--- config.mk ---
export PLATFORM = sky130hd
export DESIGN_NAME = ea_gen
export DESIGN_NICKNAME = d
export VERILOG_FILES = /design/src/rtl/ea_pkg.sv /design/src/rtl/ea_adder.sv /design/src/rtl/ea_byte_collect.sv /design/src/rtl/ea_postinc.sv /design/src/rtl/ea_gen.sv
export SDC_FILE = /design/constraint.sdc
export NUM_CORES = 1
export LEC_CHECK = 0
export ABC_CLOCK_PERIOD_IN_PS = 5900
export BUFFER_PORTS_ARGS = -buffer_cell sky130_fd_sc_hd__buf_2
export CAP_MARGIN = 10
export CORE_MARGIN = 2
export CORE_UTILIZATION = 49
export CTS_BUF_LIST = sky130_fd_sc_hd__clkbuf_16
export DETAILED_ROUTE_END_ITERATION = 8
export PLACE_DENSITY = 0.73
export SYNTH_ARGS = -nofsm -noshare
export SYNTH_HDL_FRONTEND = slang
export SYNTH_SLANG_ARGS = --single-unit
--- constraint.sdc ---
create_clock -name clk -period 5.9 [get_ports clk]
set_clock_uncertainty 0.2 [all_clocks]
set_input_delay 1.475 -clock clk [delete_from_list [all_inputs] [get_ports clk]]
set_output_delay 1.475 -clock clk [all_outputs]
set_load 0.1 [all_outputs]
--- src/rtl/ea_pkg.sv ---
package ea_pkg;

   typedef enum logic [2:0] {
      AM_ABS    = 3'd0,
      AM_IDX    = 3'd1,
      AM_IDXP   = 3'd2,
      AM_IDX8   = 3'd3,
      AM_IDX8P  = 3'd4,
      AM_IDX16  = 3'd5,
      AM_STK8   = 3'd6,
      AM_RSVD   = 3'd7
   } amode_e;

   typedef enum logic [1:0] {
      IK_OTHER = 2'd0,
      IK_MOVE  = 2'd1,
      IK_CBR   = 2'd2,
      IK_SPARE = 2'd3
   } ikind_e;

   typedef enum logic [1:0] {
      BS_ZERO  = 2'd0,
      BS_INDEX = 2'd1,
      BS_STACK = 2'd2
   } base_e;

   typedef struct packed {
      logic [1:0] nbytes;
      base_e      base;
      logic       postinc;
   } adec_s;

   function automatic adec_s mode_decode(amode_e m);
      adec_s d;
      d = '{nbytes: 2'd0, base: BS_INDEX, postinc: 1'b0};
      case (m)
         AM_ABS:   begin d.nbytes = 2'd2; d.base = BS_ZERO;  end
         AM_IDX:   begin d.nbytes = 2'd0;                    end
         AM_IDXP:  begin d.nbytes = 2'd0; d.postinc = 1'b1;  end
         AM_IDX8:  begin d.nbytes = 2'd1;                    end
         AM_IDX8P: begin d.nbytes = 2'd1; d.postinc = 1'b1;  end
         AM_IDX16: begin d.nbytes = 2'd2;                    end
         AM_STK8:  begin d.nbytes = 2'd1; d.base = BS_STACK; end
         default:  begin d.nbytes = 2'd0; d.base = BS_ZERO;  end
      endcase
      return d;
   endfunction

   function automatic logic pairing_ok(amode_e m, ikind_e k);
      case (m)
         AM_IDXP:  return (k == IK_MOVE) || (k == IK_CBR);
         AM_IDX8P: return (k == IK_CBR);
         AM_RSVD:  return 1'b0;
         default:  return 1'b1;
      endcase
   endfunction

endpackage

--- src/rtl/ea_adder.sv ---
module ea_adder #(
   parameter int AW     = 16,
   parameter bit SPLIT  = 1'b0
) (
   input  logic [AW-1:0] a_i,
   input  logic [AW-1:0] b_i,
   output logic [AW-1:0] sum_o
);
   localparam int LO = AW / 2;
   localparam int HI = AW - LO;

   if (AW < 2) begin : g_bad_width
      $error("ea_adder: AW must be at least 2");
   end

   if (SPLIT) begin : g_carry_select
      logic [LO:0]   lo_sum;
      logic [HI-1:0] hi_c0;
      logic [HI-1:0] hi_c1;
      always_comb begin
         lo_sum = {1'b0, a_i[LO-1:0]} + {1'b0, b_i[LO-1:0]};
         hi_c0  = a_i[AW-1:LO] + b_i[AW-1:LO];
         hi_c1  = a_i[AW-1:LO] + b_i[AW-1:LO] + HI'(1);
         sum_o  = {lo_sum[LO] ? hi_c1 : hi_c0, lo_sum[LO-1:0]};
      end
   end else begin : g_ripple
      assign sum_o = a_i + b_i;
   end

endmodule

--- src/rtl/ea_byte_collect.sv ---
module ea_byte_collect #(
   parameter int DW = 8,
   parameter int AW = 16,
   parameter int CW = 2
) (
   input  logic          clk,
   input  logic          rst,
   input  logic          start_i,
   input  logic          abort_i,
   input  logic [CW-1:0] need_i,
   input  logic          byte_vld_i,
   input  logic [DW-1:0] byte_i,
   output logic          done_o,
   output logic [AW-1:0] opnd_o
);
   localparam int MAXB = AW / DW;

   if ((AW % DW) != 0 || MAXB >= (1 << CW)) begin : g_bad_cfg
      $error("ea_byte_collect: AW must be a multiple of DW and AW/DW must fit in CW bits");
   end

   logic          busy_q;
   logic [CW-1:0] left_q;
   logic [AW-1:0] acc_q;
   logic          take;
   logic [AW-1:0] acc_next;

   always_comb begin
      take     = busy_q && byte_vld_i && !start_i && !abort_i;
      acc_next = {acc_q[AW-DW-1:0], byte_i};
      done_o   = (start_i && (need_i == '0)) || (take && (left_q == CW'(1)));
      opnd_o   = start_i ? '0 : acc_next;
   end

   always_ff @(posedge clk) begin
      if (rst) begin
         busy_q <= 1'b0;
         left_q <= '0;
         acc_q  <= '0;
      end else if (start_i) begin
         busy_q <= (need_i != '0);
         left_q <= need_i;
         acc_q  <= '0;
      end else if (abort_i) begin
         busy_q <= 1'b0;
         left_q <= '0;
      end else if (take) begin
         acc_q  <= acc_next;
         left_q <= left_q - CW'(1);
         if (left_q == CW'(1)) busy_q <= 1'b0;
      end
   end

   AST_BUSY_COUNT: assert property (@(posedge clk) disable iff (rst)
      busy_q |-> (left_q != '0) && (left_q <= CW'(MAXB)));

   AST_IDLE_NO_DONE: assert property (@(posedge clk) disable iff (rst)
      (!busy_q && !start_i) |-> !done_o);

endmodule

--- src/rtl/ea_postinc.sv ---
module ea_postinc #(
   parameter int AW = 16
) (
   input  logic          clk,
   input  logic          rst,
   input  logic          arm_i,
   input  logic [AW-1:0] base_i,
   input  logic          clear_i,
   input  logic          fetched_i,
   output logic          wr_o,
   output logic [AW-1:0] new_o
);
   logic          pend_q;
   logic [AW-1:0] base_q;

   always_ff @(posedge clk) begin
      if (rst) begin
         pend_q <= 1'b0;
         base_q <= '0;
         wr_o   <= 1'b0;
         new_o  <= '0;
      end else begin
         wr_o <= 1'b0;
         if (arm_i) begin
            pend_q <= 1'b1;
            base_q <= base_i;
         end else if (clear_i) begin
            pend_q <= 1'b0;
         end else if (pend_q && fetched_i) begin
            pend_q <= 1'b0;
            wr_o   <= 1'b1;
            new_o  <= base_q + AW'(1);
         end
      end
   end

   AST_WB_SINGLE: assert property (@(posedge clk) disable iff (rst)
      wr_o |=> !wr_o);

   AST_WB_CAUSE: assert property (@(posedge clk) disable iff (rst)
      wr_o |-> $past(fetched_i));

   AST_WB_ONCE: assert property (@(posedge clk) disable iff (rst)
      (wr_o && !arm_i) |=> !pend_q);

endmodule

--- src/rtl/ea_gen.sv ---
module ea_gen #(
   parameter int AW        = 16,
   parameter int DW        = 8,
   parameter bit SPLIT_ADD = 1'b1
) (
   input  logic          clk,
   input  logic          rst,
   input  logic          req_i,
   input  logic [2:0]    mode_i,
   input  logic [1:0]    kind_i,
   input  logic          byte_vld_i,
   input  logic [DW-1:0] byte_i,
   input  logic [AW-1:0] idx_i,
   input  logic [AW-1:0] sp_i,
   input  logic          fetched_i,
   output logic [AW-1:0] ea_o,
   output logic          ea_vld_o,
   output logic          err_o,
   output logic          idx_wr_o,
   output logic [AW-1:0] idx_new_o
);
   import ea_pkg::*;

   localparam int CW = 2;

   if (AW != 2 * DW) begin : g_bad_width
      $error("ea_gen: address must be exactly two stream bytes wide");
   end

   amode_e          mode_q;
   amode_e          act_mode;
   adec_s           dec;
   logic            legal;
   logic            start;
   logic            abort;
   logic            done;
   logic [AW-1:0]   opnd;
   logic [AW-1:0]   base;
   logic [AW-1:0]   sum;

   always_comb begin
      act_mode = req_i ? amode_e'(mode_i) : mode_q;
      dec      = mode_decode(act_mode);
      legal    = pairing_ok(amode_e'(mode_i), ikind_e'(kind_i));
      start    = req_i && legal;
      abort    = req_i && !legal;
      case (dec.base)
         BS_INDEX: base = idx_i;
         BS_STACK: base = sp_i;
         default:  base = '0;
      endcase
   end

   ea_byte_collect #(.DW(DW), .AW(AW), .CW(CW)) u_collect (
      .clk        (clk),
      .rst        (rst),
      .start_i    (start),
      .abort_i    (abort),
      .need_i     (dec.nbytes),
      .byte_vld_i (byte_vld_i),
      .byte_i     (byte_i),
      .done_o     (done),
      .opnd_o     (opnd)
   );

   ea_adder #(.AW(AW), .SPLIT(SPLIT_ADD)) u_add (
      .a_i   (base),
      .b_i   (opnd),
      .sum_o (sum)
   );

   ea_postinc #(.AW(AW)) u_postinc (
      .clk       (clk),
      .rst       (rst),
      .arm_i     (done && dec.postinc),
      .base_i    (idx_i),
      .clear_i   (req_i),
      .fetched_i (fetched_i),
      .wr_o      (idx_wr_o),
      .new_o     (idx_new_o)
   );

   always_ff @(posedge clk) begin
      if (rst) begin
         mode_q   <= AM_ABS;
         ea_o     <= '0;
         ea_vld_o <= 1'b0;
         err_o    <= 1'b0;
      end else begin
         if (req_i) begin
            mode_q   <= amode_e'(mode_i);
            ea_vld_o <= 1'b0;
            err_o    <= !legal;
         end
         if (done) begin
            ea_o     <= sum;
            ea_vld_o <= 1'b1;
         end
      end
   end

   AST_ERR_NO_ADDR: assert property (@(posedge clk) disable iff (rst)
      err_o |-> !ea_vld_o);

   AST_ERR_NO_WB: assert property (@(posedge clk) disable iff (rst)
      err_o |-> !idx_wr_o);

   AST_ILLEGAL_FLAG: assert property (@(posedge clk) disable iff (rst)
      (req_i && mode_i == 3'd7) |=> (err_o && !ea_vld_o));

   AST_ADDR_HOLD: assert property (@(posedge clk) disable iff (rst)
      (ea_vld_o && !req_i) |=> (ea_vld_o && $stable(ea_o)));

   AST_WB_WITH_ADDR: assert property (@(posedge clk) disable iff (rst)
      idx_wr_o |-> ea_vld_o);

   AST_REQ_NO_WB: assert property (@(posedge clk) disable iff (rst)
      req_i |=> !idx_wr_o);

endmodule

==> reports/qor.csv <==
stage,metric,value,unit
run_status,run status,completed,
pwr,combinational share of power,0.246,
pwr,sw power,409,uW
floorplan,Row Count,32,
run,max_cap viols,0,
synthesis,Yosys Warn Count,0,
setup_path,worst path required time,5.97,ns
synthesis,"flops & latches, synth",66,
sta,worst rel slew slack,0.351,
floorplan,die width,94.4,um
floorplan,Die ar.,0.00892,mm2
floorplan,starting density of the core,0.513,
layout,synth-to-layout area growth,17.5,%
detailed_routing,DR iter-0 viols,161,
clock_tree,post-CTS resize count,0,
detailed_routing,DR pass1 iterations,4,
setup_path,element type at the critical path end,flip-flop,
clock_tree,worst skew pair latency,0.33,ns
floorplan,Die Ht,94.4,um
clock_tree,"CTS clk-pin slew, worst paths",0.05,ns
grt,global-route wire length before repair,15000,um
floorplan,I/O pin cnt,85,
grt,M3 GR Usage,0.0511,
clock_tree,CTS Buffer Depth,2,
grt,Global Route Usage Sum,0.217,
setup_path,Setup Crit Path Kind,input pin to flip-flop,
synthesis,Synth Area in Compound Gates,0.155,
detailed_routing,Routed WL,9120,um
setup_path,startpoint class of the critical path,input pin,
sta,crit path time final,5.33,ns
detailed_routing,Post-DRT Antenna Nets,0,
setup_path,CP Max Fanout,16,
setup_path,R2R cell count,15,
detailed_routing,via count,3329,
grt,grt peak-use layer,met2,
detailed_routing,DR WL/cell,14.3,um
clock_tree,clock sink total,66,
sta,Setup Viol. Count Final,0,
synthesis,Mean Syn Cell Area,8.83,um2
layout,most frequent cells in the layout,"buf_2 (84), nor2_1 (81), dfxtp_1 (66)",
pwr,VDD IR max,128,uV
setup_path,reg2reg start,mode_q[2],
floorplan,Core Area,0.00781,mm2
detailed_routing,DR vias/cell,5.23,
sta,slew of the pin with the lowest slew margin,0.974,ns
synthesis,post-synthesis sequential area ratio,0.330,
synthesis,asr flop ratio synth,0,
grt,met2 usage,0.359,
layout,Nets,602,
clock_tree,hold_buf cts,0,
sta,Final Max Tran Viols,0,
place,Placer Congestion,0.861,
clock_tree,CTS Root Cell,clkbuf_16,
worst_hold_path,Hold Crit Start,u_collect.left_q[0],
clock_tree,H-tree Lvls,3,
clock_tree,CTS tree,done,
synthesis,largest family of logic cells by synthesized area,simple AND/OR/NAND/NOR gates,
pwr,Clk network pwr share,0.374,
synthesis,"EDFF count, synth",0,
grt,initial antenna violation count,0,
clock_tree,total CTS buffers,9,
synthesis,Syn Nets,527,
sta,RSZ-0062 raised after global routing,false,
layout,"leading cell type in the layout, fill and taps excluded",buf_2,
grt,gr ovfl total,0,
setup_path,Worst setup startpoint,req_i,
pwr,pwr/cell area,266,mW/mm2
synthesis,Syn Inst Count,454,
synthesis,Synth Area in XOR/XNOR,0.0699,
synthesis,Synth Flop Type,dfxtp_1,
pwr,sequential share of power,0.380,
layout,Final Cell Area,0.00471,mm2
pwr,Lkg Pwr,0.00193,uW
synthesis,Post-Syn Area,0.00401,mm2
grt,largest net degree at the start of global routing,43,
synthesis,multiplexer share of the synthesized area,0.0968,
sta,Final Cycle Share,0.904,
pwr,sw frac,0.327,
detailed_routing,Residual DRC,0,
sta,FMAX,187,MHz
clock_tree,post-CTS setup buffer count,0,
setup_path,Crit path arrival time,5.41,ns
place,port bufs,84,
worst_hold_path,hold path depth,2,
synthesis,Post-Synth Adder-Cell Area,0.0756,
sta,final setup TNS,0,ns
place,placed cell areas,0.00445,mm2
grt,met1 Use GR,0.277,
worst_hold_path,Hold Crit Class,flip-flop to flip-flop,
synthesis,simple-gate area share of the yosys netlist,0.218,
layout,# diodes,0,
place,hpwl dp,7150,um
layout,share of cells above drive strength 1,0.258,
layout,end-of-flow core utilization,0.603,
synthesis,unique cell type count in the Yosys netlist,54,
pwr,Pint,843,uW
grt,vias in the first global route,3165,
sta,Fin. Hold Viols,0,
## state kept, by name, indices dropped and copies added (netlist names)
signal	cells
ea_o	16
ea_vld_o	1
err_o	1
mode_q	3
u_collect.acc_q	8
u_collect.busy_q	1
u_collect.left_q	2
u_postinc.base_q	16
u_postinc.new_o	16
u_postinc.pend_q	1
u_postinc.wr_o	1
## worst max-delay path, stage by stage
cell and delay, ns:
buf_2 0.29, mux2i_4 0.42, nand3_1 0.11, nor2b_1 0.16, ha_1 0.47, nor2_1 0.18, ha_1 0.18, inv_1 0.06
fa_1 0.39, nand2b_1 0.18, a21oi_1 0.19, o41a_2 0.25, nand2_1 0.12, or4_1 0.56, a211oi_1 0.23, nand3b_1 0.13
## path summary, 6_finish.rpt
check | endpoint | slack (ns)
worst max-delay path | ea_o[15] | 0.57
worst min-delay path | u_collect.left_q[0] | 0.27
worst max register to register | ea_o[15] | 1.82
worst min register to register | u_collect.left_q[0] | 0.27
## cells in the mapped netlist, types with 8 or more instances
master     n  area (um2)
nand2b_1   8        50.1
a21oi_1   16        80.1
and2_1    16         100
nor2_1    81         304
nand3_1   11        55.1
xnor2_1   13         114
nor2_2    10        62.6
inv_1     18        67.6
ha_1      21         263
a211oi_1  11        82.6
mux2i_1   32         320
dfxtp_1   66        1320
clkbuf_1  15        56.3
nand2_1   14        52.6
a211oi_2  14         175
a22oi_1   16         120
xor2_1    19         166
## power by group through the flow
stage	logic (uW)	registers (uW)	clock network [uW]
floorplan	163	561	0
detailed placement	307	485	0
global route	336	477	503
CTS	309	475	478
global placement	303	484	0
finish	309	475	468
## per-stage QoR
stage | power [uW] | setup WS (ns) | hold slack [ns] | cells
floorplan | 724 | 0.481 | 0.249 | 454
global placement | 787 | 0.370 | 0.255 | 620
detailed placement | 792 | 0.226 | 0.264 | 620
CTS | 1260 | 0.567 | 0.278 | 636
global route | 1320 | 0.223 | 0.311 | 636
finish | 1250 | 0.565 | 0.273 | 636
## final cells by class
type,count,area (um2)
fill,709,3100
clock inverter,7,37.5
multi-input combinational,344,2460
tap,102,128
sequential,66,1320
clock buffer,9,225
inverter,18,67.6
timing repair buffer,90,465
## cells by family (layout without fill, tap and decap cells)
kind of cell	after synthesis	in the layout
AO/OA/AOI/OAI	79	79
XOR/XNOR	32	32
adder cells (fa/ha/maj)	23	23
buffers and inverters	44	124
flip-flops	66	66
multiplexers	35	35
AND/OR/NAND/NOR	175	175
## layer usage
metal | vias to the layer above | share of wire
met4 | 0 | 0.017
li1 | 1733 | -
met5 | - | 0
met1 | 1505 | 0.47
met2 | 81 | 0.46
met3 | 10 | 0.051
Note: power is estimated with default switching activity, not from simulation.
